## src/rtl/pllfe_pkg.sv

```systemverilog
package pllfe_pkg;

    localparam logic [1:0] ADDR_CTRL = 2'd0;
    localparam logic [1:0] ADDR_PRE  = 2'd1;
    localparam logic [1:0] ADDR_FB   = 2'd2;
    localparam logic [1:0] ADDR_OUT  = 2'd3;

    localparam logic [2:0] SRC_OFF   = 3'd0;
    localparam logic [2:0] SRC_CLK   = 3'd1;
    localparam logic [2:0] SRC_SYNC  = 3'd2;
    localparam logic [2:0] SRC_CLK_B = 3'd3;
    localparam logic [2:0] SRC_CLK_C = 3'd4;

    typedef struct packed {
        logic       hs_inv;
        logic       clk_inv;
        logic [2:0] src;
    } ctrl_t;

    typedef enum logic [1:0] {
        ST_IDLE   = 2'd0,
        ST_SETTLE = 2'd1,
        ST_STABLE = 2'd2
    } settle_state_t;

endpackage

```

## src/rtl/pllfe_regs.sv

```systemverilog
module pllfe_regs
    import pllfe_pkg::*;
#(
    parameter int PRE_W = 6,
    parameter int FB_W  = 12,
    parameter int OUT_W = 4
) (
    input  logic             clk,
    input  logic             rst,
    input  logic             wr_en,
    input  logic [1:0]       wr_addr,
    input  logic [FB_W-1:0]  wr_data,
    output ctrl_t            ctrl,
    output logic [PRE_W-1:0] pre_val,
    output logic [FB_W-1:0]  fb_val,
    output logic [OUT_W-1:0] out_val,
    output logic             div_wr
);

    localparam int CTRL_W = $bits(ctrl_t);

    always_ff @(posedge clk) begin
        if (rst) begin
            ctrl    <= '0;
            pre_val <= '0;
            fb_val  <= '0;
            out_val <= '0;
        end else if (wr_en) begin
            case (wr_addr)
                ADDR_CTRL: ctrl    <= ctrl_t'(wr_data[CTRL_W-1:0]);
                ADDR_PRE:  pre_val <= wr_data[PRE_W-1:0];
                ADDR_FB:   fb_val  <= wr_data;
                default:   out_val <= wr_data[OUT_W-1:0];
            endcase
        end
    end

    always_comb begin
        div_wr = wr_en && ((wr_addr == ADDR_FB) || (wr_addr == ADDR_OUT));
    end

endmodule

```

## src/rtl/pllfe_refpath.sv

```systemverilog
module pllfe_refpath
    import pllfe_pkg::*;
#(
    parameter int PRE_W = 6
) (
    input  logic             clk,
    input  logic             rst,
    input  ctrl_t            ctrl,
    input  logic [PRE_W-1:0] pre_val,
    input  logic             ext_clk_in,
    input  logic             hsync_in,
    output logic             ref_level,
    output logic             ref_pulse
);

    logic             clk_lvl;
    logic             hs_lvl;
    logic             sel_lvl;
    logic             use_pre;
    logic             rise;
    logic             ref_q;
    logic [PRE_W-1:0] pcnt;

    always_comb begin
        clk_lvl = ext_clk_in ^ ctrl.clk_inv;
        hs_lvl  = hsync_in ^ ctrl.hs_inv;
        sel_lvl = 1'b0;
        use_pre = 1'b0;
        case (ctrl.src)
            SRC_CLK, SRC_CLK_B, SRC_CLK_C: begin
                sel_lvl = clk_lvl;
                use_pre = 1'b1;
            end
            SRC_SYNC: sel_lvl = hs_lvl;
            default:  sel_lvl = 1'b0;
        endcase
        rise = sel_lvl & ~ref_q;
    end

    always_ff @(posedge clk) begin
        if (rst) begin
            ref_q     <= 1'b0;
            pcnt      <= '0;
            ref_pulse <= 1'b0;
        end else begin
            ref_q     <= sel_lvl;
            ref_pulse <= 1'b0;
            if (rise) begin
                if (!use_pre) begin
                    ref_pulse <= 1'b1;
                end else if (pcnt == '0) begin
                    ref_pulse <= 1'b1;
                    pcnt      <= pre_val;
                end else begin
                    pcnt <= pcnt - 1'b1;
                end
            end
        end
    end

    assign ref_level = ref_q;

    AST_PULSE_ON_RISE: assert property (@(posedge clk) disable iff (rst)
        ref_pulse |-> (ref_q && !$past(ref_q)));

    AST_OFF_FORCES_LOW: assert property (@(posedge clk) disable iff (rst)
        ($past(ctrl.src) == SRC_OFF) |-> !ref_q);

endmodule

```

## src/rtl/pllfe_divider.sv

```systemverilog
module pllfe_divider #(
    parameter int W = 12
) (
    input  logic         clk,
    input  logic         rst,
    input  logic         tick,
    input  logic [W-1:0] reload,
    output logic         tc
);

    logic [W-1:0] cnt;

    always_ff @(posedge clk) begin
        if (rst) begin
            cnt <= '0;
            tc  <= 1'b0;
        end else begin
            tc <= 1'b0;
            if (tick) begin
                if (cnt == '0) begin
                    tc  <= 1'b1;
                    cnt <= reload;
                end else begin
                    cnt <= cnt - 1'b1;
                end
            end
        end
    end

    AST_TC_NEEDS_TICK: assert property (@(posedge clk) disable iff (rst)
        tc |-> $past(tick));

endmodule

```

## src/rtl/pllfe_settle.sv

```systemverilog
module pllfe_settle
    import pllfe_pkg::*;
#(
    parameter int SETTLE_CYC = 750000
) (
    input  logic clk,
    input  logic rst,
    input  logic div_wr,
    output logic stable
);

    localparam int CW = $clog2(SETTLE_CYC + 1);
    localparam logic [CW-1:0] LAST = CW'(SETTLE_CYC - 1);

    settle_state_t state;
    settle_state_t state_nx;
    logic [CW-1:0] cnt;

    always_ff @(posedge clk) begin
        if (rst) state <= ST_IDLE;
        else     state <= state_nx;
    end

    always_comb begin
        state_nx = state;
        unique case (state)
            ST_IDLE:   if (div_wr) state_nx = ST_SETTLE;
            ST_SETTLE: begin
                if (div_wr)           state_nx = ST_SETTLE;
                else if (cnt == LAST) state_nx = ST_STABLE;
            end
            ST_STABLE: if (div_wr) state_nx = ST_SETTLE;
            default:   state_nx = ST_IDLE;
        endcase
    end

    always_ff @(posedge clk) begin
        if (rst || div_wr)                         cnt <= '0;
        else if (state == ST_SETTLE && cnt != LAST) cnt <= cnt + 1'b1;
    end

    always_comb begin
        stable = (state == ST_STABLE);
    end

    AST_WRITE_DROPS_STABLE: assert property (@(posedge clk) disable iff (rst)
        div_wr |=> !stable);

    AST_STABLE_HOLDS: assert property (@(posedge clk) disable iff (rst)
        (stable && !div_wr) |=> stable);

endmodule

```

## src/rtl/pllfe_top.sv

```systemverilog
module pllfe_top
    import pllfe_pkg::*;
#(
    parameter int PRE_W      = 6,
    parameter int FB_W       = 12,
    parameter int OUT_W      = 4,
    parameter int SYS_CLK_HZ = 250000000,
    parameter int SETTLE_US  = 3000
) (
    input  logic            clk,
    input  logic            rst,
    input  logic            wr_en,
    input  logic [1:0]      wr_addr,
    input  logic [FB_W-1:0] wr_data,
    input  logic            ext_clk_in,
    input  logic            hsync_in,
    input  logic            vco_tick,
    output logic            ref_level,
    output logic            ref_pulse,
    output logic            fb_pulse,
    output logic            fout2x_tick,
    output logic            fout_tick,
    output logic            stable
);

    localparam int SETTLE_CYC = (SYS_CLK_HZ / 1000) * SETTLE_US / 1000;
    localparam int FBR_W      = FB_W + 1;

    ctrl_t            ctrl;
    logic [PRE_W-1:0] pre_val;
    logic [FB_W-1:0]  fb_val;
    logic [OUT_W-1:0] out_val;
    logic             div_wr;
    logic [FBR_W-1:0] fb_reload;
    logic             half_q;

    pllfe_regs #(.PRE_W(PRE_W), .FB_W(FB_W), .OUT_W(OUT_W)) u_regs (
        .clk(clk), .rst(rst), .wr_en(wr_en), .wr_addr(wr_addr),
        .wr_data(wr_data), .ctrl(ctrl), .pre_val(pre_val),
        .fb_val(fb_val), .out_val(out_val), .div_wr(div_wr)
    );

    pllfe_refpath #(.PRE_W(PRE_W)) u_ref (
        .clk(clk), .rst(rst), .ctrl(ctrl), .pre_val(pre_val),
        .ext_clk_in(ext_clk_in), .hsync_in(hsync_in),
        .ref_level(ref_level), .ref_pulse(ref_pulse)
    );

    // feedback period N = field + 2, so the counter reloads field + 1
    assign fb_reload = {1'b0, fb_val} + FBR_W'(1);

    pllfe_divider #(.W(FBR_W)) u_fb (
        .clk(clk), .rst(rst), .tick(vco_tick), .reload(fb_reload),
        .tc(fb_pulse)
    );

    pllfe_divider #(.W(OUT_W)) u_out (
        .clk(clk), .rst(rst), .tick(vco_tick), .reload(out_val),
        .tc(fout2x_tick)
    );

    always_ff @(posedge clk) begin
        if (rst) begin
            half_q    <= 1'b0;
            fout_tick <= 1'b0;
        end else begin
            fout_tick <= 1'b0;
            if (fout2x_tick) begin
                fout_tick <= half_q;
                half_q    <= ~half_q;
            end
        end
    end

    pllfe_settle #(.SETTLE_CYC(SETTLE_CYC)) u_settle (
        .clk(clk), .rst(rst), .div_wr(div_wr), .stable(stable)
    );

    AST_FOUT_AFTER_2X: assert property (@(posedge clk) disable iff (rst)
        fout_tick |-> $past(fout2x_tick));

endmodule

```

## config.mk

```make
export PLATFORM = sky130hd
export DESIGN_NAME = pllfe_top
export DESIGN_NICKNAME = d
export VERILOG_FILES = /design/src/rtl/pllfe_pkg.sv /design/src/rtl/pllfe_regs.sv /design/src/rtl/pllfe_refpath.sv /design/src/rtl/pllfe_divider.sv /design/src/rtl/pllfe_settle.sv /design/src/rtl/pllfe_top.sv
export SDC_FILE = /design/constraint.sdc
export NUM_CORES = 1
export LEC_CHECK = 0
export ABC_AREA = 1
export ABC_CLOCK_PERIOD_IN_PS = 1700
export CAP_MARGIN = 20
export CELL_PAD_IN_SITES_DETAIL_PLACEMENT = 0
export CELL_PAD_IN_SITES_GLOBAL_PLACEMENT = 1
export CORE_MARGIN = 5
export CORE_UTILIZATION = 44
export CTS_BUF_LIST = sky130_fd_sc_hd__clkbuf_8
export CTS_CLUSTER_SIZE = 16
export DETAILED_ROUTE_END_ITERATION = 6
export MAX_ROUTING_LAYER = met4
export PLACE_DENSITY = 0.9
export REMOVE_ABC_BUFFERS = 1
export SYNTH_ARGS = -nofsm -noshare
export SYNTH_HDL_FRONTEND = slang
export SYNTH_HIERARCHICAL = 1
export SYNTH_SLANG_ARGS = --single-unit
```

## constraint.sdc

```tcl
create_clock -name clk -period 1.7 [get_ports clk]
set_input_delay 0.34 -clock clk [delete_from_list [all_inputs] [get_ports clk]]
set_output_delay 0.34 -clock clk [all_outputs]
set_load 0.02 [all_outputs]
```

; ---- After elaboration in Yosys (flattened, before gate mapping)
; Index checks and enable logic that the tools add are counted.
[classes]
addsub = 5
n_eq_ne = 13
n_mux = 13
n_bitwise = 9
reduce_logical = 21
[op_table]
columns = operator, count
row1 = $add A20 B1 Y20 const B, 1
row2 = $eq A20 B20 Y1 const B, 1
row3 = $ne A20 B20 Y1 const B, 1
row4 = $add A12 B1 Y13 const B, 1
row5 = $logic_not A13 Y1, 1
row6 = $mux W13, 1
row7 = $sub A13 B1 Y13 const B, 1
row8 = $reduce_and A2 Y1, 6
row9 = $reduce_or A2 Y1, 4
row10 = $eq A2 B2 Y1 const B, 3
row11 = $eq A3 B2 Y1 const B, 2
row12 = $logic_not A6 Y1, 1
row13 = $mux W2, 3
row14 = $mux W6, 1
row15 = $not A1 Y1, 6
row16 = $reduce_or A3 Y1, 2
row17 = $sub A6 B1 Y6 const B, 1
row18 = $mux W1, 5
row19 = $eq A2 B1 Y1 const B, 2
row20 = $logic_not A2 Y1, 2
row21 = $logic_not A4 Y1, 1
row22 = $mux W4, 1
row23 = $pmux W2 S2, 1
row24 = $sub A4 B1 Y4 const B, 1
row25 = 9 further kinds, 12
[totals]
ff_bits = 78
inputBits = 20
out_inout_bits = 6
wordCells = 78

; ---- Logic depth before layout (Yosys ltp)
[depth]
ltp_word = 6
mapped_depth = 12
mapped_depth_nobuf = 12

; ---- Cells and area by module
; The synthesis kept the hierarchy.
[by_module_without_submodules]
columns = module, n_inst, cells_each, area_each_um2, seq_area_each_um2
row1 = pllfe_settle, 1, 222, 1382.6, 440.4
row2 = pllfe_regs, 1, 177, 1134.8, 540.5
row3 = pllfe_divider at u_fb, 1, 180, 1104.8, 280.3
row4 = pllfe_refpath, 1, 89, 575.6, 160.2
row5 = pllfe_top, 1, 55, 311.5, 40.0
row6 = pllfe_divider at u_out, 1, 46, 286.5, 100.1

; ---- Least setup slack after synthesis
; OpenSTA, ideal clock, no wires.
[synth_timing]
path_kind = reg-to-reg
startpoint = reg u_settle.cnt[0]
endpoint = reg u_settle.cnt[17]
setup_time_ns = 0.068
arrival_ns = 1.453
path_slack_ns = 0.179
path_stages_with_launch = 9
path_buffers = 1
period_less_slack_ns = 1.521
path_cell_list = dfxtp_1 -> ha_1 -> nand3_2 -> nor3_2 -> nand3_2 -> nand2_4 -> buf_12 -> nand2_1 -> a21oi_2
[synth_between]
elab_chain_len = 2
[synth_lines]
columns = element, line
row1 = "start, declared", pllfe_settle.sv:17  ; logic [CW-1:0] cnt;
row2 = "start signal, assigned", pllfe_settle.sv:39  ; else if (state == ST_SETTLE && cnt != LAST) cnt <= cnt + 1'b1;
row3 = "parallel branches: the longest is 2 deep, another holds $add A20 B1 Y20", n/a
; Several ways; the timed one is not identified.
; A chain may end at the register's enable or synchronous reset.

; ---- Worst setup path in the final report
[layout_timing]
startpoint = reg u_ref.ref_q (netlist: u_ref/ref_level)
endpoint = out ref_level
[layout_lines]
columns = element, line
row1 = "start, declared", pllfe_refpath.sv:21  ; logic ref_q;
row2 = "start signal, assigned", pllfe_refpath.sv:46  ; ref_q <= sel_lvl;
row3 = "end, declared", pllfe_top.sv:18  ; output logic ref_level,
; No word-level cell between the ends.

==> Flow_metrics.wiki <==
{| class="wikitable"
! Metric !! Value
|-
| Number of synthesized register bits || 78
|-
| Min-delay src || half_q
|-
| CTS tree || yes
|-
| Status || finished, final reports clean
|-
| Initial drt markers || 298
|-
| Area of the die || between 10000 and 15000 sq um
|-
| Avg Synthesized Cell Area || 6.24 sq um
|-
| Number of instances in the synthesized netlist || 769
|-
| Routed wire length || 10900 um
|-
| Sum of internal, switching and leakage power || 6.18 mW
|-
| Count of unique library cells instantiated by Yosys || 40
|-
| Critical path required time || 1360 ps
|-
| Clock period minus worst slack || 1620 ps
|-
| Finish-stage setup viols || 0
|-
| Power per cell area || between 1000 and 1500 nW/um^2
|-
| Setup crit start kind || register
|-
| Fmax achieved || 618 MHz
|-
| Post-placement worst setup slack || -0.637 ps
|-
| Period utilisation layout || 0.953
|-
| Hpwl dp || 8040 um
|-
| Top cell type by total area after synthesis || dfxtp_1
|-
| Sequential element share of the synthesized area || 0.326
|-
| Overall die width || 114 um
|-
| Nets || 836
|-
| Layout Area Growth over Synthesis || 15.3%
|-
| Cell area after technology mapping || 4800 sq um
|-
| Max_cap viols || 0
|-
| Number of antenna repair diodes || 0
|-
| VDD IR max || 0.597 mV
|-
| Vertical extent of the die || 114 um
|-
| Rel. slew slack || 0.731
|-
| Number of buffers inserted during clock tree synthesis || 9
|-
| Initial antenna violation count || 0
|-
| # placed instances || 938
|-
| Worst-Skew Late Latency || 350 ps
|-
| Number of remaining DRC errors || 0
|-
| WL/cell || 11.4 um
|-
| Pin count of the biggest net entering global routing || 25
|-
| Wire length of the first global-routing pass || 19000 um
|-
| Number of top-level design ports || 26
|-
| Share of final-layout standard cells stronger than drive strength 1 || 0.0984
|-
| Clk sink count || between 70 and 80
|-
| Post-CTS setup buffer count || 0
|-
| Worst setup startpoint || u_ref/ref_level
|-
| Cells along the critical path || clkdlybuf4s50_1
|-
| Number of cell rows || 38
|-
| Routed Antenna Nets || 0
|-
| Worst Path Class, Setup || register to output port
|-
| Max clock buf depth || 2
|-
| Worst reg2reg path startpoint || u_settle/cnt[1]
|-
| Largest clock skew in the final design || approximately 11 ps
|-
| Vias per cell || 4.82
|-
| Fin cells || 953
|-
| Number of warnings reported in the yosys synthesis log || 6
|-
| Effective utilization at floorplan || 0.446
|-
| Global-route total usage across every layer || 0.182
|-
| Overall overflow remaining after global route || 0
|-
| Number of hold violations in the final report || 0
|-
| Clock tree root driver cell || clkbuf_8
|-
| Deepest level of the CTS H-tree || 3
|-
| Number of port buffers || 25
|-
| CP Data Arrival Time || 1280 ps
|-
| Maximum fanout count along the critical path || 2
|-
| Final worst-path setup slack || roughly 80 ps
|-
| Cell class contributing the biggest share of worst-path delay || buffers and inverters
|-
| Total number of vias || 4592
|-
| Library cell contributing the largest single delay on the critical path || clkdlybuf4s50_1
|-
| Instance area at placement || 5290 sq um
|-
| Clock slew at reported path FFs || 80 ps
|-
| Type of element capturing the critical path || output port
|-
| Vias in the first global route || 4275
|-
| Area of all placed cells without fillers || 5530 sq um
|-
| 1st-pass router iterations || 5
|-
| Area of the placeable core || roughly 11000 sq um
|-
| Area share of the leading cell type in the synthesized netlist || 0.326
|-
| Top cells by area in the synthesized netlist || dfxtp_1 33%, nand2_1 20%, nor2_1 9.2%
|-
| Class of the worst hold path || register to register
|-
| Unrepaired setup endpoints after global routing || no
|-
| Final estimated routing congestion in global placement || 0.881
|-
| Transition time at the pin with the least slew margin || 402 ps
|-
| Final max-slew violation count || 0
|-
| Leakage power || 2.53 nW
|-
| Slowest stage delay, CP || about 600 ps
|-
| Buffering stage count on the worst path with inverters included || 1
|}
==> through the flow <==
step / hold slack (ps) / util / setup TNS, ps
floorplan: 409 / - / -3170
global placement: 435 / 0.492 / 0
detailed placement: 445 / 0.492 / -0.637
CTS: 457 / 0.513 / 0
global route: 500 / 0.515 / 0
finish: 453 / 0.515 / 0
==> where the power goes <==
part           switching, mW  internal [mW]  leakage (nW)
logic                   1.53          0.884          1.78
clock network          0.672          0.895         0.113
registers              0.189           2.02         0.636
==> cell families (layout without fill, tap and decap cells) <==
logic type               count (synthesis)  after routing  synth area share
AND/OR/NAND/NOR                        475            475             0.437
AO/OA/AOI/OAI                           59             59            0.0663
flip-flops                              78             78             0.326
XOR/XNOR                                21             21            0.0383
adder cells (fa/ha/maj)                  7              7            0.0183
buffers and inverters                  129            173             0.114
==> cell type report <==
class	instances	area, sq um
fillers	1118	5220
multi-input cells	562	2700
flip-flops and latches	78	1560
inverters	114	434
repair buffers	44	432
well taps	140	175
clock buffers	11	151
clock inverters	4	71.3
==> per-layer routing <==
metal,vias up,wire (um),track usage
met3,13,281,0.0222
li1,2436,-,-
met2,69,5060,0.297
met4,0,161,0.0625
met1,2074,5350,0.232
met5,-,0,-
==> sequential cells by signal, indices dropped and copies added, names as in the netlist, 2 cells and up <==
| name | flops |
|---|---|
| u_out/cnt | 4 |
| u_regs/pre_val | 6 |
| u_regs/ctrl | 5 |
| u_ref/pcnt | 6 |
| u_regs/out_val | 4 |
| u_settle/cnt | 20 |
| u_settle/state | 2 |
| u_regs/fb_val | 12 |
| u_fb/cnt | 13 |
==> cells in the mapped netlist (all sizes together) <==
cell type,instances
nand3,61
ha,7
o21ai,14
and2,2
a31oi,1
nor3b,1
dlygate4sd1,1
nand3b,4
inv,110
o21bai,1
buf,11
nor2,132
nor3,6
nand2,261
xor2,17
nand4,8
clkinv,4
clkbuf,3
a21oi,43
xnor2,4
dfxtp,78
==> tightest hold or removal path, stage by stage, from the launching register on <==
cell     delay [ps]
dfxtp_1         320
nand2_1          70
nor2_1           40
==> layout by cell type, fill, tap and decap left out, types with 6 or more instances in the layout <==
| cell type | n |
|---|---|
| a21oi_1 | 39 |
| buf_4 | 16 |
| clkbuf_8 | 11 |
| clkdlybuf4s50_1 | 23 |
| dfxtp_1 | 77 |
| ha_1 | 6 |
| inv_1 | 108 |
| nand2_1 | 252 |
| nand3_1 | 53 |
| nand3_2 | 6 |
| nand4_1 | 8 |
| nor2_1 | 117 |
| nor2_2 | 9 |
| nor2_4 | 6 |
| o21ai_0 | 8 |
| xor2_1 | 17 |
==> what timing repair did <==
action	4_1_cts	5_1_grt
resized for setup	1	5
pin swaps	0	1
endpoints found under the setup margin	1	24
hold buffers	0	0
==> final timing paths <==
check / to / slack, ps / cells past startpoint
max reg2reg: u_settle/cnt[17] / 170 / 9
min reg2reg: fout_tick / 450 / 2
max: ref_level / 80 / 1
min: fout_tick / 450 / 2
Power figures use the tool's default switching activity.
